--- src/rtl/lpm_pkg.sv ---
package lpm_pkg;
    typedef enum logic [2:0] {
        ST_ACT,
        ST_ENTER,
        ST_LPM,
        ST_RETRY,
        ST_WAKE
    } lpm_state_e;

    localparam int unsigned DEF_TH_SEL0 = 53;
    localparam int unsigned DEF_TH_SEL1 = 70;
    localparam int unsigned DEF_TH_SEL2 = 17;
    localparam int unsigned DEF_TH_SEL3 = 35;
    localparam int unsigned DEF_TH_SCP  = 120;
    localparam int unsigned DEF_TH_OCP  = 200;
endpackage

--- src/rtl/lpm_thresh.sv ---
module lpm_thresh #(
    parameter int unsigned CW      = 8,
    parameter int unsigned TH_SEL0 = 53,
    parameter int unsigned TH_SEL1 = 70,
    parameter int unsigned TH_SEL2 = 17,
    parameter int unsigned TH_SEL3 = 35,
    parameter int unsigned TH_SCP  = 120,
    parameter int unsigned TH_OCP  = 200
) (
    input  logic [CW-1:0] cur,
    input  logic [1:0]    sel,
    output logic          over_wake,
    output logic          over_scp,
    output logic          over_ocp
);
    logic [CW-1:0] wake_th;

    always_comb begin
        unique case (sel)
            2'b00:   wake_th = CW'(TH_SEL0);
            2'b01:   wake_th = CW'(TH_SEL1);
            2'b10:   wake_th = CW'(TH_SEL2);
            default: wake_th = CW'(TH_SEL3);
        endcase
    end

    assign over_wake = cur > wake_th;
    assign over_scp  = cur > CW'(TH_SCP);
    assign over_ocp  = cur > CW'(TH_OCP);
endmodule

--- src/rtl/lpm_timer.sv ---
module lpm_timer #(
    parameter int unsigned TW = 8
) (
    input  logic          clk,
    input  logic          rst_n,
    input  logic          load,
    input  logic [TW-1:0] load_val,
    output logic          zero
);
    logic [TW-1:0] cnt_d, cnt_q;

    always_comb begin
        cnt_d = cnt_q;
        if (load)
            cnt_d = load_val;
        else if (cnt_q != '0)
            cnt_d = cnt_q - 1'b1;
    end

    always_ff @(posedge clk or negedge rst_n) begin
        if (!rst_n) cnt_q <= '0;
        else        cnt_q <= cnt_d;
    end

    assign zero = (cnt_q == '0);

    // delay windows shrink by exactly one per cycle
    a_r3_timer_step: assert property (@(posedge clk) disable iff (!rst_n)
        (!load && cnt_q != '0) |=> (cnt_q == $past(cnt_q) - 1'b1));
endmodule

--- src/rtl/lpm_ctrl.sv ---
module lpm_ctrl
    import lpm_pkg::*;
#(
    parameter bit          VARIANT_B = 1'b0,
    parameter int unsigned CW        = 8,
    parameter int unsigned ENTRY_CYC = 16,
    parameter int unsigned WAKE_CYC  = 32,
    parameter int unsigned RETRY_CYC = 24,
    parameter int unsigned TH_SEL0   = DEF_TH_SEL0,
    parameter int unsigned TH_SEL1   = DEF_TH_SEL1,
    parameter int unsigned TH_SEL2   = DEF_TH_SEL2,
    parameter int unsigned TH_SEL3   = DEF_TH_SEL3,
    parameter int unsigned TH_SCP    = DEF_TH_SCP,
    parameter int unsigned TH_OCP    = DEF_TH_OCP
) (
    input  logic             clk,
    input  logic             rst_n,
    input  logic             wr_en,
    input  logic             wr_lpm_req,
    input  logic [1:0]       wr_auto_exit,
    input  logic [3:0]       wr_wake_sel,
    input  logic [1:0]       wr_ch_en,
    input  logic [2*CW-1:0]  ch_cur,
    input  logic [1:0]       din,
    input  logic             entry_ok,
    output logic             lpm_status,
    output logic             wake_n,
    output logic [1:0]       small_fet_en,
    output logic [1:0]       large_fet_en,
    output logic [1:0]       ch_en,
    output logic             ocp_fault
);
    localparam int unsigned NCH   = 2;
    localparam int unsigned MAXD0 = (ENTRY_CYC > WAKE_CYC) ? ENTRY_CYC : WAKE_CYC;
    localparam int unsigned MAXD  = (MAXD0 > RETRY_CYC) ? MAXD0 : RETRY_CYC;
    localparam int unsigned TW    = $clog2(MAXD + 1);

    typedef struct packed {
        lpm_state_e       st;
        logic             req;
        logic [NCH-1:0]   auto_ex;
        logic [2*NCH-1:0] wsel;
        logic [NCH-1:0]   en;
        logic [NCH-1:0]   sc_mask;
        logic [1:0]       din_prev;
        logic             ocp;
    } ctrl_s;

    ctrl_s q, d;

    logic [NCH-1:0] ovr_wake, ovr_scp, ovr_ocp;
    logic           tmr_load, tmr_zero;
    logic [TW-1:0]  tmr_val;

    for (genvar c = 0; c < NCH; c++) begin : g_ch
        lpm_thresh #(
            .CW(CW), .TH_SEL0(TH_SEL0), .TH_SEL1(TH_SEL1), .TH_SEL2(TH_SEL2),
            .TH_SEL3(TH_SEL3), .TH_SCP(TH_SCP), .TH_OCP(TH_OCP)
        ) u_th (
            .cur       (ch_cur[c*CW +: CW]),
            .sel       (q.wsel[2*c +: 2]),
            .over_wake (ovr_wake[c]),
            .over_scp  (ovr_scp[c]),
            .over_ocp  (ovr_ocp[c])
        );
    end

    lpm_timer #(.TW(TW)) u_tmr (
        .clk      (clk),
        .rst_n    (rst_n),
        .load     (tmr_load),
        .load_val (tmr_val),
        .zero     (tmr_zero)
    );

    logic [NCH-1:0] sc_hit, wk_hit;
    logic           full_op, exit_wr, start;
    assign sc_hit  = ovr_scp & q.en;
    assign wk_hit  = ovr_wake & q.en;
    assign full_op = (q.st == ST_ACT) || (q.st == ST_WAKE);

    always_comb begin
        d        = q;
        tmr_load = 1'b0;
        tmr_val  = '0;
        exit_wr  = 1'b0;
        start    = 1'b0;
        d.din_prev = din;
        if (wr_en) begin
            d.wsel    = wr_wake_sel;
            d.auto_ex = wr_auto_exit;
            d.en      = wr_ch_en;
            d.req     = wr_lpm_req;
        end
        if (full_op && |(ovr_ocp & q.en))
            d.ocp = 1'b1;
        unique case (q.st)
            ST_ACT: begin
                if (wr_en && wr_lpm_req && !q.req && entry_ok) begin
                    start    = 1'b1;
                    d.st     = ST_ENTER;
                    tmr_load = 1'b1;
                    tmr_val  = TW'(ENTRY_CYC - 1);
                end
            end
            ST_ENTER: begin
                if (wr_en && !wr_lpm_req) begin
                    d.st    = ST_ACT;
                    exit_wr = 1'b1;
                end else if (tmr_zero) begin
                    d.st = ST_LPM;
                end
            end
            ST_LPM: begin
                if (wr_en && !wr_lpm_req) begin
                    d.st    = ST_ACT;
                    exit_wr = 1'b1;
                end else if (|sc_hit) begin
                    d.st      = ST_RETRY;
                    d.sc_mask = sc_hit;
                    tmr_load  = 1'b1;
                    tmr_val   = TW'(RETRY_CYC - 1);
                end else if (|wk_hit) begin
                    d.st     = ST_WAKE;
                    tmr_load = 1'b1;
                    tmr_val  = TW'(WAKE_CYC - 1);
                end else if (VARIANT_B && (din != q.din_prev)) begin
                    d.st = ST_ACT;
                end
            end
            ST_RETRY: begin
                if (tmr_zero) begin
                    d.st      = ST_WAKE;
                    d.sc_mask = '0;
                    tmr_load  = 1'b1;
                    tmr_val   = TW'(WAKE_CYC - 1);
                end
            end
            default: begin
                if (tmr_zero) d.st = ST_ACT;
            end
        endcase
        // rejected first request: bit falls back to 0
        if (wr_en && wr_lpm_req && !q.req && !start)
            d.req = 1'b0;
        if (exit_wr && !VARIANT_B)
            d.en = d.en | d.auto_ex;
    end

    always_ff @(posedge clk or negedge rst_n) begin
        if (!rst_n) begin
            q.st       <= ST_ACT;
            q.req      <= 1'b0;
            q.auto_ex  <= '0;
            q.wsel     <= '0;
            q.en       <= '0;
            q.sc_mask  <= '0;
            q.din_prev <= '0;
            q.ocp      <= 1'b0;
        end else begin
            q <= d;
        end
    end

    assign lpm_status   = (q.st == ST_ENTER) || (q.st == ST_LPM);
    assign wake_n       = (q.st != ST_WAKE);
    assign small_fet_en = (q.st == ST_LPM)   ? q.en :
                          (q.st == ST_RETRY) ? (q.en & ~q.sc_mask) : '0;
    assign large_fet_en = (full_op || q.st == ST_ENTER) ? q.en : '0;
    assign ch_en        = q.en;
    assign ocp_fault    = q.ocp;

    // a channel never drives both transistors
    a_r4_fet_exclusive: assert property (@(posedge clk) disable iff (!rst_n)
        (small_fet_en & large_fet_en) == '0);
    // rejected entry never raises status
    a_r2_reject_entry: assert property (@(posedge clk) disable iff (!rst_n)
        (wr_en && wr_lpm_req && !entry_ok && !lpm_status) |=> !lpm_status);
    // status rises before any small transistor is used
    a_r3_status_first: assert property (@(posedge clk) disable iff (!rst_n)
        $rose(lpm_status) |-> (small_fet_en == '0));
    // exit write drops status with no pulse
    a_r5_manual_exit: assert property (@(posedge clk) disable iff (!rst_n)
        (lpm_status && wr_en && !wr_lpm_req) |=> (!lpm_status && wake_n));
    // wake pulse only in full operation
    a_r8_pulse_active: assert property (@(posedge clk) disable iff (!rst_n)
        !wake_n |-> (!lpm_status && small_fet_en == '0));
    // request still 1 after current exit blocks re-entry
    a_r12_no_reentry: assert property (@(posedge clk) disable iff (!rst_n)
        (q.req && q.st == ST_ACT && wr_en && wr_lpm_req) |=> !lpm_status);
    // a new fault follows a cycle in full operation
    a_r11_fault_active: assert property (@(posedge clk) disable iff (!rst_n)
        $rose(ocp_fault) |-> ($past(small_fet_en) == '0 && !$past(lpm_status)));
endmodule

--- config.mk ---
export PLATFORM = sky130hd
export DESIGN_NAME = lpm_ctrl
export DESIGN_NICKNAME = d
export VERILOG_FILES = /design/src/rtl/lpm_pkg.sv /design/src/rtl/lpm_thresh.sv /design/src/rtl/lpm_timer.sv /design/src/rtl/lpm_ctrl.sv
export SDC_FILE = /design/constraint.sdc
export NUM_CORES = 1
export LEC_CHECK = 0
export BUFFER_PORTS_ARGS = -buffer_cell sky130_fd_sc_hd__buf_4
export CORE_MARGIN = 1
export CORE_UTILIZATION = 35
export CTS_CLUSTER_DIAMETER = 100
export DETAILED_ROUTE_END_ITERATION = 6
export PLACE_DENSITY = 0.65
export SETUP_SLACK_MARGIN = 0.1
export SYNTH_ARGS = -nofsm -noshare
export SYNTH_HDL_FRONTEND = slang
export SYNTH_HIERARCHICAL = 1
export SYNTH_SLANG_ARGS = --single-unit
--- constraint.sdc ---
create_clock -name clk -period 3.7 [get_ports clk]
set_input_delay 0.37 -clock clk [delete_from_list [all_inputs] [get_ports clk]]
set_output_delay 0.37 -clock clk [all_outputs]
set_load 0.05 [all_outputs]
==> flow_metrics.tcl, run 1 <==
set metrics [dict create \
    die_area_um2 5193 \
    cts.sinks 19 \
    synth_seq_area_share_pct 27.68 \
    layout_setup_ws_ps 393.7 \
    path_class "reg2reg" \
    postRouteAntennaNets 0 \
    crit_family "compound AO/OA/AOI/OAI gates" \
    ir_drop_mv 0.2647 \
    wl_per_cell_um 12.51 \
    cts_tree "yes" \
    skew_ps 1.633 \
    dp.cells 285 \
    vias_per_cell 5.093 \
    async_flop_share_pct 100.0 \
    post-place-ws_ps 402.3 \
    combPwrFrac_pct 58.3 \
    critPathRequiredTime_ps 3810 \
    switchingPower_w 0.0006102 \
    worstHoldStart "wr_wake_sel[3]" \
    switching_share_pct 47.50 \
    numCtsBuffers 3 \
    synth_enable_flop_cells 0 \
    synth_area_leader_cell "dfrtp_1" \
    fp.dieH_um 72.06 \
    pwr-share-clk_pct 11.2 \
    fin_crit_sh_pct 89.36 \
    syn2layout_area_growth_pct 20.61 \
    overflow 0 \
    grt_antenna_before_repair 0 \
    ioPinCount 40 \
    grt_pass1_wl_um 6465 \
    ctsHtreeMaxLevel 1 \
    p_seq_share_pct 30.5 \
    num-nets-final 277 \
    drt_iter0_drc 82 \
    cp_slowest_stage_delay_ps 450 \
    synth_top_area_share_pct 27.68 \
    min_period_ps 3306 \
    vias 1477 \
    cts_resized 0 \
    cp_slowest_cell "dfrtp_1" \
    timing.reg2reg.setup_slack_ps 390 \
    ys.flop_type "dfrtp_1" \
    reg2regPathDepth 14 \
    r2r_end "u_tmr/cnt_q[1]" \
    clock_latency_ps 260 \
    critPathBufInv 1 \
    gp_routability_congestion 0.7696 \
    crit_path_frequent_cell "ha_1" \
    final-setup-viol-count 0 \
    drc 0 \
    yosys_warnings 6 \
    clockRootBuffer "clkbuf_8" \
    p_leak_nw 0.9657 \
    cp.arrival_ps 3420 \
    start_util_pct 36.37 \
    status "complete, no violations" \
    finalSetupTns_ps 0 \
    first_pass_iters 4 \
    final_cells 290 \
    cp-start-kind "flip-flop" \
    hold_path_class "in2reg" \
    p_per_area_nw_per_um2 620.0 \
    power.total_w 0.001285 \
    core_um2 4723 \
    grt_max_degree 20 \
    port_buffers 37 \
    timing.critical_path.cells "inv_1 > ha_1 > ha_1 > a21o_1 > a211o_1 > o22a_1 > o21ai_0 > and2_1 > o21a_1 > nor2_2 > or2_1 > nand2b_1 > a21oi_1 > a221oi_2" \
    synth-seq-cells 19 \
    hold_slack_ps 343.7 \
    synth_cells 190 \
    cts.path.max_buffers 2 \
    syn-num-nets 243 \
    path_clk_slew_ps 70 \
    avgSynthCellArea_um2 9.042 \
    ys_types 58 \
    p_int_w 0.0006744 \
    die_w_um 72.06 \
    diodes 0 \
    crit_path_end "u_tmr/cnt_q[1]" \
    wl_um 3628 \
    hold_viol 0 \
    post-cts-setup-buffers 0 \
    worst_pin_slew_ps 520.8 \
    grt_pass1_vias 1411 \
    maxSlewViolCount 0 \
    max_slew_margin_pct 65.28 \
    startpoint "q[9]" \
    drive_gt1_share_pct 26.01 \
    cp-end-kind "flip-flop" \
    synthTopCellsByArea "dfrtp_1 (28%), ha_1 (16%), a21oi_1 (3.5%)" \
    syn-cell-area_um2 1718 \
    maxClockFrequency_mhz 302.5 \
    r2r-start "q[9]" \
    rsz0062_at_grt "false" \
    maxCapViolCount 0 \
    dp_hpwl_um 2872 \
    gr-usage-all-layers_pct 15.41 \
    path_max_fanout 17 \
    path_depth 14 \
    num_rows 25 \
]
[cell usage in the layout, fill, tap and decap left out, types with 3 or more instances in the layout]
cell type  netlist  layout
xnor2_1          4       4
nand2_1         14      14
buf_4            5      37
clkbuf_8         0       3
a21o_1           4       4
a21oi_1         12      12
a211oi_1         4       4
o31ai_1          3       3
ha_1            22      22
nor3_1           3       3
mux2_2           4       4
nor2_1          14      14
dfrtp_1         19      19
inv_1           15      15
nand4b_1         5       5
o21bai_1         3       3
o21ai_0          4       4
[final cells by class]
class,instances,area (um^2)
clock buffers,4,45.04
flip-flops and latches,19,475.5
multi-input cells,147,1124
inverters,15,56.30
repair buffers,38,287.8
fillers,486,2651
well taps,67,83.83
[power by group through the flow]
stage	Clock (W)	Combinational (W)	Sequential (W)
floorplan	0	0.000638	0.000349
global placement	0	0.000735	0.000394
detailed placement	0	0.000748	0.000394
CTS	0.000151	0.000753	0.000391
finish	0.000144	0.000749	0.000392
global route	0.000158	0.000839	0.000407
[stage by stage]
step | util (%) | cell area [um^2]
global route | 43.87 | 2072
finish | 43.87 | 2072
global placement | 42.70 | 2017
detailed placement | 42.70 | 2017
CTS | 43.87 | 2072
floorplan | - | 1718
[Yosys cell counts (all sizes together) (3+ instances only)]
cell    count
a21oi      12
nor4        3
nor2       15
a211oi      5
nand2b      3
or2         3
mux2        4
inv        15
buf         8
o31ai       3
a21o        4
dfrtp      19
o21bai      3
ha         22
xnor2       4
and2        5
o21ai       5
nand4b      5
nand2      14
nor3        4
[how the worst min path moves through the flow]
stage	endpoint	depth (start not counted)
floorplan	ch_en[0]	0
global placement	q[13]	1
detailed placement	q[13]	1
CTS	q[10]	2
global route	q[8]	2
finish	q[10]	2
[layer usage]
metal / GRT usage [%] / part of all wire [%] / up-vias
li1: - / - / 760
met1: 21.27 / 49 / 681
met2: 25.03 / 46 / 31
met3: 2.917 / 4.1 / 5
met4: 3.486 / 0.94 / 0
met5: 0 / 0 / -
[logic make-up (layout without fill, tap and decap cells)]
family | after synthesis | in the layout | synth area share [%]
muxes | 5 | 5 | 3.204
DFF | 19 | 19 | 27.68
other | 1 | 1 | 0.2183
buffers and inverters | 24 | 57 | 6.919
adders and majority gates | 22 | 22 | 16.02
xor gates and xnor gates | 4 | 4 | 2.039
AOI/OAI and AO/OA | 52 | 52 | 22.65
and+or+nand+nor | 63 | 63 | 21.27
[repair_timing]
action	in CTS	in global routing
setup endpoints to repair	0	0
endpoints found under the hold margin	19	0
hold buffers	1	0
[flip-flops by register name, summed over array words and instances (netlist names)]
register and count:
ch_en 2, u_tmr/cnt_q 6, ocp_fault 1, q 10
(Power assumes the default switching activity.)
==> run 2: changes to the inputs <==
--- a/config.mk
+++ b/config.mk
@@ -7,3 +7,2 @@
 export LEC_CHECK = 0
-export BUFFER_PORTS_ARGS = -buffer_cell sky130_fd_sc_hd__buf_4
 export CORE_MARGIN = 1
@@ -12,3 +11,4 @@
 export DETAILED_ROUTE_END_ITERATION = 6
-export PLACE_DENSITY = 0.65
+export DONT_BUFFER_PORTS = 1
+export PLACE_DENSITY = 0.58
 export SETUP_SLACK_MARGIN = 0.1
--- a/constraint.sdc
+++ b/constraint.sdc
@@ -3,2 +3,2 @@
 set_output_delay 0.37 -clock clk [all_outputs]
-set_load 0.05 [all_outputs]
+set_load 0.02 [all_outputs]
==> flow_metrics.tcl, run 2 (synthesis gave the netlist of run 1 again) <==
set metrics [dict create \
    finalSetupTns_ps 0 \
    port_buffers 0 \
    skew_ps 0.6128 \
    diodes 0 \
    cts.sinks 19 \
    min_period_ps 3269 \
    drt_iter0_drc 86 \
    first_pass_iters 4 \
    ioPinCount 40 \
    cts.path.max_buffers 2 \
    power.total_w 0.001101 \
    r2r-start "q[9]" \
    final-setup-viol-count 0 \
    clockRootBuffer "clkbuf_8" \
    clock_latency_ps 250 \
    worst_pin_slew_ps 863.2 \
    cp_slowest_stage_delay_ps 440 \
    ir_drop_mv 0.2206 \
    path_clk_slew_ps 70 \
    ctsHtreeMaxLevel 1 \
    numCtsBuffers 3 \
    startpoint "q[9]" \
    cp.arrival_ps 3380 \
    p_per_area_nw_per_um2 613.4 \
    postRouteAntennaNets 0 \
    drive_gt1_share_pct 11.29 \
    num-nets-final 240 \
    finalInstanceArea_um2 1794 \
    max_slew_margin_pct 42.26 \
    maxClockFrequency_mhz 305.9 \
    cts_tree "yes" \
    status "complete, no violations" \
    path_max_fanout 17 \
    overflow 0 \
    vias_per_cell 5.265 \
    gr-usage-all-layers_pct 13.80 \
    p_leak_nw 0.7875 \
    vias 1332 \
    maxSlewViolCount 0 \
    crit_path_frequent_cell "ha_1" \
    dp_hpwl_um 2739 \
    core_um2 4723 \
    fin_crit_sh_pct 88.35 \
    cp-end-kind "flip-flop" \
    largest_reg_flops 10 \
    wl_um 3387 \
    hold_path_class "in2reg" \
    gp_routability_congestion 0.7415 \
    top_register "q" \
    grt_pass1_wl_um 5699 \
    drc 0 \
    cts_resized 0 \
    num_rows 25 \
    reg2regPathDepth 14 \
    worstHoldStart "wr_en" \
    layout_common_cells "ha_1 (22), dfrtp_1 (19), inv_1 (15)" \
    min_path_cells 1 \
    dpl_cell_area_um2 1739 \
    grt_antenna_before_repair 0 \
    syn2layout_area_growth_pct 4.443 \
    timing.critical_path.cells "inv_1 > ha_1 > ha_1 > a21o_1 > a211o_1 > o22a_1 > o21ai_0 > and2_1 > o21a_1 > nor2_2 > or2_1 > nand2b_1 > a21oi_1 > a221oi_2" \
    path_class "reg2reg" \
    wl_per_cell_um 13.39 \
    critPathRequiredTime_ps 3810 \
    hold_viol 0 \
    die_area_um2 5193 \
    grt_max_degree 20 \
    mostFrequentLayoutCell "ha_1" \
    cp-start-kind "flip-flop" \
    start_util_pct 36.37 \
    cp_slowest_cell "dfrtp_1" \
    die_w_um 72.06 \
    maxCapViolCount 0 \
    rsz0062_at_grt "false" \
    grt_pass1_vias 1224 \
    post-cts-setup-buffers 0 \
    fp.dieH_um 72.06 \
]
## run 2: final cells by class
type                    instances  area [um^2]
flip-flops and latches         19        475.5
multi-input cells             147         1124
repair buffers                  1        10.01
clock buffers                   4        45.04
well taps                      67        83.83
inverters                      15        56.30
fillers                       504         2929
## run 2: critical path, delay by kind of cell (launching register included)
kind | cells | cell delay [ps]
buffers and inverters | 1 | 70
AOI/OAI and AO/OA | 7 | 1170
adders and majority gates | 2 | 590
DFF | 1 | 440
and+or+nand+nor | 4 | 860
## run 2: power by group
group	internal (W)	switching [W]
clock	0.0000764	0.0000649
sequential	0.000282	0.000123
combinational	0.000248	0.000307
## run 2: metrics by stage
step	util (%)	hold WS, ps	worst slack [ps]	std cells
3_3_place_gp	36.82	74.79	428.8	248
4_1_cts	37.99	185.2	406.6	253
6_report	37.99	194.7	431.2	253
3_5_place_dp	36.82	75.01	433.8	248
2_1_floorplan	-	74.41	678.5	190
5_1_grt	37.99	180.4	145.8	253
## run 2: worst paths after layout
kind                                  end  slack, ps
max                        u_tmr/cnt_q[1]        430
min                              ch_en[0]        190
max reg2reg                u_tmr/cnt_q[1]        430
min reg2reg                          q[3]        480
max in group asynchronous           q[13]       2490
min in group asynchronous            q[7]        670
## run 2: layer usage
| metal | vias up | wire length, um | track usage, % |
|---|---|---|---|
| li1 | 682 | - | - |
| met1 | 616 | 1748 | 19.55 |
| met2 | 34 | 1413 | 20.87 |
| met3 | 0 | 225 | 4.583 |
| met4 | 0 | 0 | 1.961 |
| met5 | - | 0 | 0 |
## run 2: repair_timing
action / 4_1_cts / 5_1_grt
setup endpoints to repair: 0 / 0
endpoints found under the hold margin: 19 / 0
hold buffers: 1 / 0
